$ cat src/rtl/tcr_pkg.sv
package tcr_pkg;
  typedef enum logic [1:0] {
    ST_IDLE    = 2'd0,
    ST_SEND    = 2'd1,
    ST_HANDOFF = 2'd2
  } tcr_state_e;
endpackage

$ cat src/rtl/tcr_seq.sv
module tcr_seq
  import tcr_pkg::*;
#(
  parameter int NUM_CH = 16
) (
  input  logic                        clk,
  input  logic                        rst_n,
  input  logic                        tok_in_n,
  input  logic                        master_i,
  input  logic                        data_rdy_i,
  input  logic                        bus_rdy_i,
  output logic                        valid_o,
  output logic                        grant_o,
  output logic                        hdr_sel_o,
  output logic [$clog2(NUM_CH/2)-1:0] pair_idx_o,
  output logic                        tok_out_n_o
);
  localparam int NPAIR  = NUM_CH / 2;
  localparam int CNT_W  = $clog2(NPAIR + 1);
  localparam int PAIR_W = $clog2(NPAIR);

  tcr_state_e       state_q;
  logic [CNT_W-1:0] cnt_q;
  logic             master_q;
  logic [CNT_W-1:0] last_idx;
  logic             last_word;

  assign last_idx    = master_q ? CNT_W'(NPAIR) : CNT_W'(NPAIR - 1);
  assign last_word   = (cnt_q == last_idx);
  assign grant_o     = (state_q == ST_IDLE) && !tok_in_n && data_rdy_i;
  assign valid_o     = (state_q == ST_SEND) && !tok_in_n;
  assign hdr_sel_o   = master_q && (cnt_q == '0);
  assign pair_idx_o  = PAIR_W'(cnt_q - CNT_W'(master_q));
  assign tok_out_n_o = (state_q != ST_HANDOFF);

  always_ff @(posedge clk or negedge rst_n) begin
    if (!rst_n) begin
      state_q  <= ST_IDLE;
      cnt_q    <= '0;
      master_q <= 1'b0;
    end else begin
      case (state_q)
        ST_IDLE: begin
          if (!tok_in_n) begin
            if (data_rdy_i) begin
              state_q  <= ST_SEND;
              cnt_q    <= '0;
              master_q <= master_i;
            end else begin
              state_q <= ST_HANDOFF;
            end
          end
        end
        ST_SEND: begin
          if (tok_in_n) begin
            state_q <= ST_IDLE;
          end else if (bus_rdy_i) begin
            if (last_word) state_q <= ST_HANDOFF;
            else           cnt_q   <= cnt_q + 1'b1;
          end
        end
        ST_HANDOFF: begin
          if (tok_in_n) state_q <= ST_IDLE;
        end
        default: state_q <= ST_IDLE;
      endcase
    end
  end

  // word counter never runs past the transfer length
  p_cnt_range_r3: assert property (@(posedge clk) disable iff (!rst_n)
    (state_q == ST_SEND) |-> (cnt_q <= last_idx));

  // handoff and transfer never overlap
  p_no_overlap_r5: assert property (@(posedge clk) disable iff (!rst_n)
    !(valid_o && !tok_out_n_o));

  // outgoing token released after upstream token goes high
  p_release_r5: assert property (@(posedge clk) disable iff (!rst_n)
    (!tok_out_n_o && tok_in_n) |=> tok_out_n_o);

  // token passed straight on when data is not ready
  p_pass_r6: assert property (@(posedge clk) disable iff (!rst_n)
    ((state_q == ST_IDLE) && !tok_in_n && !data_rdy_i) |=> (!tok_out_n_o && !valid_o));
endmodule

$ cat src/rtl/tcr_pack.sv
module tcr_pack #(
  parameter int NUM_CH   = 16,
  parameter int SAMPLE_W = 16
) (
  input  logic                        clk,
  input  logic                        rst_n,
  input  logic                        capture_i,
  input  logic [NUM_CH*SAMPLE_W-1:0]  samples_i,
  input  logic [2*SAMPLE_W-1:0]       hdr_i,
  input  logic                        valid_i,
  input  logic                        hdr_sel_i,
  input  logic [$clog2(NUM_CH/2)-1:0] pair_idx_i,
  output logic [2*SAMPLE_W-1:0]       bus_data_o
);
  localparam int NPAIR = NUM_CH / 2;
  localparam int BUS_W = 2 * SAMPLE_W;

  logic [SAMPLE_W-1:0] snap_q [NUM_CH];
  logic [BUS_W-1:0]    hdr_q;
  logic [BUS_W-1:0]    pair_w [NPAIR];

  always_ff @(posedge clk or negedge rst_n) begin
    if (!rst_n)         hdr_q <= '0;
    else if (capture_i) hdr_q <= hdr_i;
  end

  for (genvar c = 0; c < NUM_CH; c++) begin : g_snap
    always_ff @(posedge clk or negedge rst_n) begin
      if (!rst_n)         snap_q[c] <= '0;
      else if (capture_i) snap_q[c] <= samples_i[c*SAMPLE_W +: SAMPLE_W];
    end
  end

  for (genvar p = 0; p < NPAIR; p++) begin : g_pair
    assign pair_w[p] = {snap_q[2*p+1], snap_q[2*p]};
  end

  always_comb begin
    bus_data_o = '0;
    if (valid_i) bus_data_o = hdr_sel_i ? hdr_q : pair_w[pair_idx_i];
  end
endmodule

$ cat src/rtl/tok_chain_readout.sv
module tok_chain_readout #(
  parameter int NUM_CH   = 16,
  parameter int SAMPLE_W = 16
) (
  input  logic                       clk,
  input  logic                       rst_n,
  input  logic                       tok_in_n,
  input  logic                       master_i,
  input  logic [2*SAMPLE_W-1:0]      hdr_i,
  input  logic [NUM_CH*SAMPLE_W-1:0] samples_i,
  input  logic                       data_rdy_i,
  input  logic                       bus_rdy_i,
  output logic [2*SAMPLE_W-1:0]      bus_data_o,
  output logic                       bus_valid_o,
  output logic                       tok_out_n
);
  localparam int PAIR_W = $clog2(NUM_CH / 2);

  logic              grant;
  logic              hdr_sel;
  logic [PAIR_W-1:0] pair_idx;

  tcr_seq #(.NUM_CH(NUM_CH)) seq_i (
    .clk         (clk),
    .rst_n       (rst_n),
    .tok_in_n    (tok_in_n),
    .master_i    (master_i),
    .data_rdy_i  (data_rdy_i),
    .bus_rdy_i   (bus_rdy_i),
    .valid_o     (bus_valid_o),
    .grant_o     (grant),
    .hdr_sel_o   (hdr_sel),
    .pair_idx_o  (pair_idx),
    .tok_out_n_o (tok_out_n)
  );

  tcr_pack #(.NUM_CH(NUM_CH), .SAMPLE_W(SAMPLE_W)) pack_i (
    .clk        (clk),
    .rst_n      (rst_n),
    .capture_i  (grant),
    .samples_i  (samples_i),
    .hdr_i      (hdr_i),
    .valid_i    (bus_valid_o),
    .hdr_sel_i  (hdr_sel),
    .pair_idx_i (pair_idx),
    .bus_data_o (bus_data_o)
  );

  p_valid_tok_r1: assert property (@(posedge clk) disable iff (!rst_n)
    bus_valid_o |-> !tok_in_n);

  p_quiet_bus_r7: assert property (@(posedge clk) disable iff (!rst_n)
    !bus_valid_o |-> (bus_data_o == '0));

  p_hold_word_r8: assert property (@(posedge clk) disable iff (!rst_n)
    (bus_valid_o && !bus_rdy_i) |=> (tok_in_n || (bus_valid_o && $stable(bus_data_o))));
endmodule

$ cat config.mk
export PLATFORM = sky130hd
export DESIGN_NAME = tok_chain_readout
export DESIGN_NICKNAME = d
export VERILOG_FILES = /design/src/rtl/tcr_pkg.sv /design/src/rtl/tcr_seq.sv /design/src/rtl/tcr_pack.sv /design/src/rtl/tok_chain_readout.sv
export SDC_FILE = /design/constraint.sdc
export NUM_CORES = 1
export LEC_CHECK = 0
export ABC_AREA = 1
export BUFFER_PORTS_ARGS = -buffer_cell sky130_fd_sc_hd__buf_2
export CAP_MARGIN = 10
export CORE_MARGIN = 2
export CORE_UTILIZATION = 50
export DETAILED_ROUTE_END_ITERATION = 6
export HOLD_SLACK_MARGIN = 0.12
export PLACE_DENSITY = 0.8
export SYNTH_ARGS = -nofsm -noshare
export SYNTH_HDL_FRONTEND = slang
export SYNTH_SLANG_ARGS = --single-unit
export TNS_END_PERCENT = 1
$ cat constraint.sdc
create_clock -name clk -period 1.84 [get_ports clk]
set_input_delay 0.092 -clock clk [delete_from_list [all_inputs] [get_ports clk]]
set_output_delay 0.092 -clock clk [all_outputs]
set_load 0.1 [all_outputs]
Word level (Yosys, flattened, before mapping)
Index checks and enable logic that the tools add are counted.
{"block": "classes", "eq_ne": 12, "mux": 19, "n_mul": 0, "shifts": 0, "reduce_logical": 11, "order_cmp": 1, "n_div": 0, "bitwise_logic": 2, "n_addsub": 2}
{"operator": "2-to-1 mux 32 bit", "count": 4}
{"operator": "binary-select mux 32 bit (select 3 bit)", "count": 1}
{"operator": "2-to-1 mux 4 bit", "count": 6}
{"operator": "inequality test 2 bit, second input constant", "count": 7}
{"operator": "2-to-1 mux 2 bit", "count": 6}
{"operator": "case mux 4 bit (2 select lines)", "count": 1}
{"operator": "case mux 2 bit (3 select lines)", "count": 1}
{"operator": "AND reduction 6 bit", "count": 1}
{"operator": "adder 4 x 1 -> 4 bit, second input constant", "count": 1}
{"operator": "equality test 4 bit", "count": 1}
{"operator": ">= comparator 4 bit, second input constant", "count": 1}
{"operator": "logical AND 1 bit", "count": 4}
{"operator": "zero test 4 bit", "count": 1}
{"operator": "NOT 3 -> 4 bit", "count": 1}
{"operator": "AND reduction 4 bit", "count": 1}
{"operator": "inequality test 3 x 2 -> 1 bit, second input constant", "count": 1}
{"operator": "inequality test 3 bit, second input constant", "count": 1}
{"operator": "AND reduction 3 bit", "count": 1}
{"operator": "subtractor 3 x 1 -> 3 bit", "count": 1}
{"operator": "equality test 2 x 1 -> 1 bit, second input constant", "count": 1}
{"operator": "equality test 2 bit, second input constant", "count": 1}
{"operator": "zero test 2 bit", "count": 1}
{"operator": "nonzero test 2 bit", "count": 1}
{"operator": "zero test 1 bit", "count": 1}
{"operator": "NOT 1 bit", "count": 1}
{"block": "totals", "register_bits": 295, "rom_bits": 0, "memories": 0, "mem_bits_rw": 0, "latch_bits": 0, "word_cells": 67}

Depth between registers and ports, before layout
Gate-level depths: netlist of the first run.
{"block": "depth", "ltp_word": 7, "depth_mapped": 12, "depth_no_buf": 11}

Modules after synthesis
From an unflattened synthesis of the first run, not the netlist that was laid out.
{"block": "hier_totals", "hier_cells": 1385, "area_unflattened_um2": 14296.2}
{"mod": "tcr_pack", "cells_per_inst": 1315, "instances": 1, "area_each_um2": 13768.2}
{"mod": "tcr_seq", "cells_per_inst": 70, "instances": 1, "area_each_um2": 528.0}

Worst setup path after synthesis of the first run
OpenSTA, ideal clock, no wires.
{"block": "synth_path", "kind": "flip-flop to output port", "startpoint": "register seq_i.cnt_q[0]", "endpoint": "output port bus_data_o[10]", "path_slack_ps": -400, "stages_incl_launch_ff": 12, "t_arrival_ps": 2148, "n_path_buf": 2, "path_cell_list": "dfrtp_1 > inv_1 > ha_1 > inv_1 > buf_2 > clkbuf_1 > nand2_1 > nand3_1 > nand3_1 > nand3_1 > nand2_1 > inv_1"}
{"block": "synth_via", "elab_chain_cells": 7}
{"element": "from (decl)", "line": "tcr_seq.sv:23", "text": "logic [CNT_W-1:0] cnt_q;"}
{"element": "from (signal assigned)", "line": "tcr_seq.sv:59", "text": "else cnt_q <= cnt_q + 1'b1;"}
{"element": "subtractor 3 x 1 -> 3 bit", "line": "tcr_seq.sv:33", "text": "assign pair_idx_o = PAIR_W'(cnt_q - CNT_W'(master_q));"}
{"element": "NOT 3 -> 4 bit (not written as such)", "line": "tcr_pack.sv:40", "text": "if (valid_i) bus_data_o = hdr_sel_i ? hdr_q : pair_w[pair_idx_i];"}
{"element": "binary-select mux 32 bit (select 3 bit)", "line": "tcr_pack.sv:40"}
{"element": "2-to-1 mux 32 bit (not written as such) (2 in a row)", "line": "tcr_pack.sv:40"}
{"element": "2-to-1 mux 32 bit (*) (2 in a row)", "line": "tcr_pack.sv:40"}
{"element": "to (decl)", "line": "tok_chain_readout.sv:13", "text": "output logic [2*SAMPLE_W-1:0] bus_data_o,"}
Every way passes the cells marked *; elsewhere a longest branch is shown, timed or not. The select of a mux whose other input is x is not followed.

Final worst setup path of the first run
{"block": "layout_path", "startpoint": "register seq_i.master_q", "endpoint": "output port bus_data_o[21]"}
{"block": "layout_via", "elab_chain_cells": 7}
{"element": "from (decl)", "line": "tcr_seq.sv:24", "text": "logic master_q;"}
{"element": "from (signal assigned)", "line": "tcr_seq.sv:48", "text": "master_q <= master_i;"}
{"element": "subtractor 3 x 1 -> 3 bit", "line": "tcr_seq.sv:33"}
{"element": "NOT 3 -> 4 bit (not written as such)", "line": "tcr_pack.sv:40"}
{"element": "binary-select mux 32 bit (select 3 bit)", "line": "tcr_pack.sv:40"}
{"element": "2-to-1 mux 32 bit (not written as such) (2 in a row)", "line": "tcr_pack.sv:40"}
{"element": "2-to-1 mux 32 bit (*) (2 in a row)", "line": "tcr_pack.sv:40"}
Marked as above.

==> impl_metrics.env, run 1 <==
export IMPL_p_sw_share_pct=43.8
export IMPL_chipWidth_um=180
export IMPL_worst_r2r_path_depth=6
export IMPL_path_common_cell="buf_12"
export IMPL_critPathSlowestCell="dfrtp_1"
export IMPL_synth_area_sq_mm=0.0156
export IMPL_crit_fanout=8
export IMPL_critical_path_depth=10
export IMPL_netlist_top_cells_area="dfrtp_1 47%, mux2_4 28%, nand2_1 7.6%"
export IMPL_worstReg2RegStart="seq_i.state_q[0]"
export IMPL_sequentialPowerShare_pct=26.3
export IMPL_status="finished, violations left"
export IMPL_crit_required_ns=1.75
export IMPL_rows=64
export IMPL_path_clk_slew_ns=0.07
export IMPL_grt_start_max_net_pins=61
export IMPL_area_delta_synth_final_pct=50.5
export IMPL_insertion_delay_ns=0.52
export IMPL_final_setup_tns_ns=-21.01
export IMPL_first_iter_violations=1296
export IMPL_timing_critical_path_cells="ha_4 -> ha_4 -> buf_12 -> buf_12 -> nand3_1 -> nand3_2 -> nand3_1 -> nand2_2 -> clkinvlp_4 -> buf_12"
export IMPL_place_ws_ns=-0.278
export IMPL_critical_path_max_stage_delay_ns=0.41
export IMPL_p_switching_w=0.0207
export IMPL_timing_worst_setup_path_type="reg -> out"
export IMPL_drc=0
export IMPL_synth_distinct_cells=24
export IMPL_synth_main_ff_cell="dfrtp_1"
export IMPL_final_worst_slack_ns=-0.708
export IMPL_ir_worst_vdd_v=0.00123
export IMPL_root_buffer="clkbuf_16"
export IMPL_critical_path_top_delay_family="buffers and inverters"
export IMPL_ys_warn_count=0
export IMPL_comb_power_share_pct=58.5
export IMPL_clock_path_buffers=3
export IMPL_first_pass_iters=5
export IMPL_ant_nets=0
export IMPL_static_leakage_power_nw=11.7
export IMPL_grt_overflow_total=0
export IMPL_crit_path_start="seq_i.master_q"
export IMPL_synthesis_instances=1353
export IMPL_timing_final_crit_share_pct=138
export IMPL_final_skew_ns=0.0176
export IMPL_grt_setup_unrepaired="yes"
export IMPL_maxCapViolCount=0
export IMPL_pwr_share_clk_pct=15.2
export IMPL_antenna_found_initial=6
export IMPL_tritoncts="done"
export IMPL_timing_final_crit_period_ns=2.55
export IMPL_finish_instance_area_sq_mm=0.0234
export IMPL_initial_utilization_pct=50.9
export IMPL_instances_no_fill=2416
export IMPL_placed_area_sq_mm=0.0184
export IMPL_route_vias_total=14000
export IMPL_timing_critical_path_arrival_ns=2.46
export IMPL_finalSetupViolations=33
export IMPL_synth_ff_latch_count=295
export IMPL_failed_checks="negative setup slack"
export IMPL_hold_path_class="in -> async"
export IMPL_drive_gt1_share_pct=45.9
export IMPL_critPathBufInv=4
export IMPL_syn_mean_instance_area_sq_um=11.5
export IMPL_gp_congestion=0.880
export IMPL_fill_cells=1687
export IMPL_gr_usage_all_layers_pct=35.6
export IMPL_dp_cells=2050
export IMPL_synth_enable_flop_cells=0
export IMPL_numCtsBuffers=34
export IMPL_synth_net_count=1651
export IMPL_highest_count_cells_in_the_layout_ignoring_fill_and_taps="295 x dlygate4sd3_1, 294 x dfrtp_1, 293 x buf_2"
export IMPL_clock_sink_count=295
export IMPL_wirelength_um=59500
export IMPL_p_int_w=0.0266
export IMPL_fp_dieArea_sq_mm=0.0325
export IMPL_final_core_utilization_pct=76.5
export IMPL_floorplan_die_height_um=180
export IMPL_synth_top_cell_area_share_pct=47.4
export IMPL_startpoint_type="register"
export IMPL_route_detailed_vias_per_inst=5.79
export IMPL_number_of_h_tree_branching_levels=2
export IMPL_numPortBuffers=327
export IMPL_async_reset_ff_share_pct=100
export IMPL_detailedPlacementHpwl_um=31900
export IMPL_num_nets_final=2291
export IMPL_timing_final_hold_violations=0
export IMPL_synth_largest_area_cell="dfrtp_1"
export IMPL_number_of_slew_limit_violations_in_the_final_report=0
export IMPL_worstMarginPinSlew_ns=0.484
export IMPL_top_level_ports=328
export IMPL_synth_seq_area_share_pct=47.4
export IMPL_global_route_wire_length_before_repair_um=89300
export IMPL_pwr_cell_area_mw_per_mm2=2020
export IMPL_timing_critical_path_to_type="primary output"
export IMPL_slew_headroom_pct=68.0
export IMPL_coreArea_sq_mm=0.0306
export IMPL_commonest_non_fill_non_tap_cell_in_the_layout="dlygate4sd3_1"
export IMPL_wl_per_cell_um=24.6
export IMPL_achievable_frequency_ghz=0.392
export IMPL_first_global_vias=15200
## logic make-up after synthesis
group	Yosys count	synth area share (%)
xor+xnor	1	0.0563
simple gates	563	15.7
buf+inv	166	7.50
flops	295	47.4
mux	288	27.8
fa+ha+maj	4	0.322
compound gates	36	1.16
## tightest hold or removal path: stages
cell           delay, ns
dlygate4sd3_1       0.56
buf_8               0.20
buf_12              0.27
## per-stage QoR
step	power (W)	hold slack (ns)
5_1_grt	0.0489	0.251
6_report	0.0472	0.242
3_5_place_dp	0.0340	0.0209
4_1_cts	0.0445	0.233
2_1_floorplan	0.0277	-0.204
3_3_place_gp	0.0334	0.0263
## flip-flops by register name, summed over array words and instances, names as in the netlist
signal,flops
seq_i.master_q,1
seq_i.cnt_q,4
seq_i.state_q,2
pack_i.hdr_q,32
pack_i.pair_w,256
## layer usage
metal | up-vias | share of wire [%] | track usage [%]
li1 | 5815 | - | -
met1 | 6931 | 37 | 41.7
met2 | 957 | 49 | 60.8
met3 | 288 | 7.6 | 7.03
met4 | 2 | 6.4 | 20.9
met5 | - | 0.018 | 0
## area by class of cell
class	count	area [sq um]	share of cell area [%]
Sequential cell	295	7380	31.5
Clock buffer	41	928	3.97
Clock inverter	17	229	0.978
Tap cell	396	495	2.12
Antenna cell	5	12.5	0.0534
Timing Repair Buffer	692	6190	26.4
Multi-Input combinational cell	892	7740	33.1
Inverter	78	425	1.82
## what timing repair did
item	4_1_cts	5_1_grt
setup buffers	4	0
hold endpoints to repair	589	0
endpoints found under the setup margin	33	34
pin swaps	47	5
hold buffers	296	0
gates resized for setup	130	42
cloned	2	1
## worst paths after layout
kind / endpoint / slack [ns]
max: bus_data_o[21] / -0.71
min: pack_i.pair_w[108] / 0.24
max reg2reg: seq_i.state_q[1] / 0
min reg2reg: pack_i.hdr_q[10] / 0.51
max in group asynchronous: pack_i.pair_w[105] / 1.19
min in group clk: pack_i.hdr_q[23] / 0.34
## cells in the mapped netlist (2+ instances only)
cell type  count
buf_2         23
inv_1         76
o21ai_0       28
inv_2          2
ha_1           4
nand2_1      317
mux2_4       287
buf_1          6
dfrtp_1      295
o21ai_1        7
nor2_1         7
buf_12        31
nor2_4         2
nand3_1      232
clkbuf_1      27
## power groups by stage
stage / sequential [W] / combinational, W / clock, W
after global placement: 0.0119 / 0.0215 / 0
after CTS: 0.0120 / 0.0254 / 0.00713
final: 0.0124 / 0.0276 / 0.00718
after global routing: 0.0126 / 0.0289 / 0.00746
after floorplan: 0.0112 / 0.0166 / 0
after detailed placement: 0.0120 / 0.0220 / 0
Power figures use the tool's default switching activity.
==> run 2, diff against run 1 <==
--- a/config.mk
+++ b/config.mk
@@ -5,14 +5,14 @@
 export SDC_FILE = /design/constraint.sdc
 export NUM_CORES = 1
 export LEC_CHECK = 0
-export ABC_AREA = 1
 export BUFFER_PORTS_ARGS = -buffer_cell sky130_fd_sc_hd__buf_2
 export CAP_MARGIN = 10
 export CORE_MARGIN = 2
-export CORE_UTILIZATION = 50
+export CORE_UTILIZATION = 49
 export DETAILED_ROUTE_END_ITERATION = 6
 export HOLD_SLACK_MARGIN = 0.12
-export PLACE_DENSITY = 0.8
+export PLACE_DENSITY = 0.79
+export SLEW_MARGIN = 20
 export SYNTH_ARGS = -nofsm -noshare
 export SYNTH_HDL_FRONTEND = slang
 export SYNTH_SLANG_ARGS = --single-unit
==> impl_metrics.env, run 2 <==
export IMPL_startpoint_type="register"
export IMPL_worstMarginPinSlew_ns=0.901
export IMPL_clock_sink_count=295
export IMPL_area_delta_synth_final_pct=53.6
export IMPL_timing_critical_path_cells="ha_4 -> buf_4 -> buf_12 -> mux4_2 -> o22ai_2 -> nor2_4 -> buf_12"
export IMPL_final_skew_ns=0.00840
export IMPL_worst_reg2reg_path_endpoint="pack_i.pair_w[77]"
export IMPL_design_power_total_w=0.0276
export IMPL_route_detailed_vias_per_inst=5.45
export IMPL_syn_mean_instance_area_sq_um=17.0
export IMPL_p_switching_w=0.00895
export IMPL_number_of_slew_limit_violations_in_the_final_report=0
export IMPL_drc=0
export IMPL_fill_cells=1571
export IMPL_floorplan_die_height_um=174
export IMPL_insertion_delay_ns=0.51
export IMPL_maxCapViolCount=0
export IMPL_synth_top_cell_area_share_pct=51.9
export IMPL_chipWidth_um=174
export IMPL_synth_ff_latch_count=295
export IMPL_timing_critical_path_to_type="primary output"
export IMPL_worst_r2r_path_depth=5
export IMPL_wl_per_cell_um=24.0
export IMPL_final_worst_slack_ns=-0.809
export IMPL_p_sw_share_pct=32.5
export IMPL_gp_congestion=0.820
export IMPL_failed_checks="negative setup slack"
export IMPL_pwr_cell_area_mw_per_mm2=1260
export IMPL_rows=62
export IMPL_timing_final_crit_share_pct=144
export IMPL_critPathBufInv=3
export IMPL_hold_path_class="in -> reg"
export IMPL_first_pass_iters=5
export IMPL_synth_area_sq_mm=0.0142
export IMPL_crit_required_ns=1.75
export IMPL_route_vias_total=10400
export IMPL_number_of_h_tree_branching_levels=2
export IMPL_synth_distinct_cells=32
export IMPL_first_global_vias=11600
export IMPL_ir_worst_vdd_v=0.000767
export IMPL_root_buffer="clkbuf_16"
export IMPL_initial_utilization_pct=49.7
export IMPL_highest_count_cells_in_the_layout_ignoring_fill_and_taps="295 x dlygate4sd3_1, 294 x dfrtp_1, 293 x buf_2"
export IMPL_synthesis_instances=839
export IMPL_antenna_found_initial=7
export IMPL_finalSetupViolations=33
export IMPL_slew_headroom_pct=39.7
export IMPL_detailedPlacementHpwl_um=27300
export IMPL_tightest_hold_margin_ns=0.188
export IMPL_top_level_ports=328
export IMPL_synth_largest_area_cell="dfrtp_1"
export IMPL_coreArea_sq_mm=0.0286
export IMPL_drive_gt1_share_pct=57.5
export IMPL_fp_dieArea_sq_mm=0.0304
export IMPL_timing_worst_setup_path_type="reg -> out"
export IMPL_critical_path_top_delay_family="multiplexers"
export IMPL_crit_fanout=8
export IMPL_sequentialPowerShare_pct=32.9
export IMPL_first_iter_violations=751
export IMPL_synth_enable_flop_cells=0
export IMPL_critPathSlowestCell="mux4_2"
export IMPL_status="finished, violations left"
export IMPL_synth_net_count=1137
export IMPL_largest_register_ffs=256
export IMPL_ant_nets=0
export IMPL_grt_start_max_net_pins=98
export IMPL_path_clk_slew_ns=0.06
export IMPL_finish_instance_area_sq_mm=0.0219
export IMPL_wirelength_um=45900
export IMPL_static_leakage_power_nw=9.69
export IMPL_pwr_share_clk_pct=25.8
export IMPL_yosys_cell_count_top_type="dfrtp_1"
export IMPL_netlist_top_cells_area="dfrtp_1 52%, mux2_4 21%, mux4_2 10%"
export IMPL_r2r_setup_slack_ns=0
export IMPL_crit_end="bus_data_o[31]"
export IMPL_final_core_utilization_pct=76.4
export IMPL_synth_commonest_cells="295 x dfrtp_1, 200 x mux2_4, 89 x mux2_2, 64 x mux4_2"
export IMPL_commonest_non_fill_non_tap_cell_in_the_layout="dlygate4sd3_1"
export IMPL_p_int_w=0.0186
export IMPL_global_route_wire_length_before_repair_um=69000
export IMPL_comb_power_share_pct=41.2
export IMPL_numPortBuffers=327
export IMPL_gr_usage_all_layers_pct=29.8
export IMPL_synth_main_ff_cell="dfrtp_1"
export IMPL_path_common_cell="buf_12"
export IMPL_tritoncts="done"
export IMPL_timing_critical_path_arrival_ns=2.56
export IMPL_hold_path_depth=5
export IMPL_grt_setup_unrepaired="yes"
export IMPL_numCtsBuffers=35
export IMPL_critical_path_max_stage_delay_ns=0.52
export IMPL_critical_path_depth=7
export IMPL_num_nets_final=1798
export IMPL_synth_seq_area_share_pct=51.9
export IMPL_timing_final_hold_violations=0
export IMPL_worstReg2RegStart="seq_i.state_q[1]"
export IMPL_grt_overflow_total=0
export IMPL_placed_area_sq_mm=0.0174
export IMPL_timing_final_crit_period_ns=2.65
export IMPL_clock_path_buffers=3
export IMPL_async_reset_ff_share_pct=100
export IMPL_achievable_frequency_ghz=0.377
export IMPL_ys_warn_count=0
export IMPL_crit_path_start="seq_i.master_q"
==> run 2: cell types whose count changed after synthesis, moves of 7 or more <==
cell      before  now
mux4_2         0   64
nand2_1      317    3
buf_4          0   14
inv_1         76    3
nand3_1      232    2
mux2_2         1   89
buf_12        31   22
o21ai_1        7    0
o22ai_1        0   33
mux2_4       287  200
nor2_1         7   33
clkbuf_1      27    7
buf_2         23    7
==> run 2: tightest hold or removal path: stages <==
cell and delay [ns]:
buf_2 0.15, nor3b_4 0.07, buf_12 0.15, nand3_1 0.08, o22ai_1 0.08
==> run 2: cell families after synthesis <==
group	after synthesis	synth area share, %
AOI/OAI and AO/OA	72	2.94
xor gates and xnor gates	2	0.123
adders and majority gates	4	0.352
buffers and inverters	62	4.63
DFF	295	51.9
muxes	355	38.4
and+or+nand+nor	49	1.69
==> run 2: how the worst min path moves through the flow <==
stage                   from                end
floorplan              rst_n    pack_i.hdr_q[0]
global placement       rst_n  pack_i.pair_w[76]
detailed placement     rst_n  pack_i.pair_w[76]
CTS                 tok_in_n     seq_i.cnt_q[0]
global route        tok_in_n     seq_i.cnt_q[0]
finish              tok_in_n     seq_i.cnt_q[0]
==> run 2: power groups by stage <==
stage	logic, W	clock network (W)	registers (W)
after global placement	0.00949	0	0.00897
after CTS	0.0105	0.00717	0.00895
after detailed placement	0.00969	0	0.00903
final	0.0114	0.00712	0.00908
after global routing	0.0118	0.00752	0.00921
after floorplan	0.00747	0	0.00866
==> run 2: cell type report <==
class	instances	area [sq um]	area share (%)
flip-flops and latches	295	7380	33.8
multi-input cells	482	6820	31.2
repair buffers	683	5970	27.3
clock buffers	48	1050	4.79
well taps	384	480	2.20
clock inverters	12	135	0.618
diodes	8	20.0	0.0916
inverters	3	11.3	0.0515
==> run 2: repair_timing <==
| item | in CTS | in global routing |
|---|---|---|
| hold buffers | 295 | 0 |
| setup endpoints to repair | 49 | 293 |
| gates cloned | 0 | 4 |
| buffers inserted | 0 | 5 |
| gates resized for setup | 8 | 14 |
| pin swaps | 16 | 5 |
| endpoints found under the hold margin | 589 | 0 |
==> run 2: through the flow <==
stage | setup TNS (ns) | instances | worst slack (ns)
after floorplan | -4.15 | 839 | -0.134
after global placement | -6.64 | 1543 | -0.235
after detailed placement | -7.35 | 1543 | -0.260
after CTS | -24.72 | 1898 | -0.812
after global routing | -30.85 | 1914 | -0.875
final | -24.64 | 1915 | -0.809
==> run 2: per-layer routing <==
metal,vias up,GRT usage [%],wire length [um],share of wire (%)
met3,136,5.49,2310,5.0
met4,0,13.4,2070,4.5
met5,-,0,0,0
met1,5384,40.2,19600,43
li1,4475,-,-,-
met2,435,47.5,22000,48
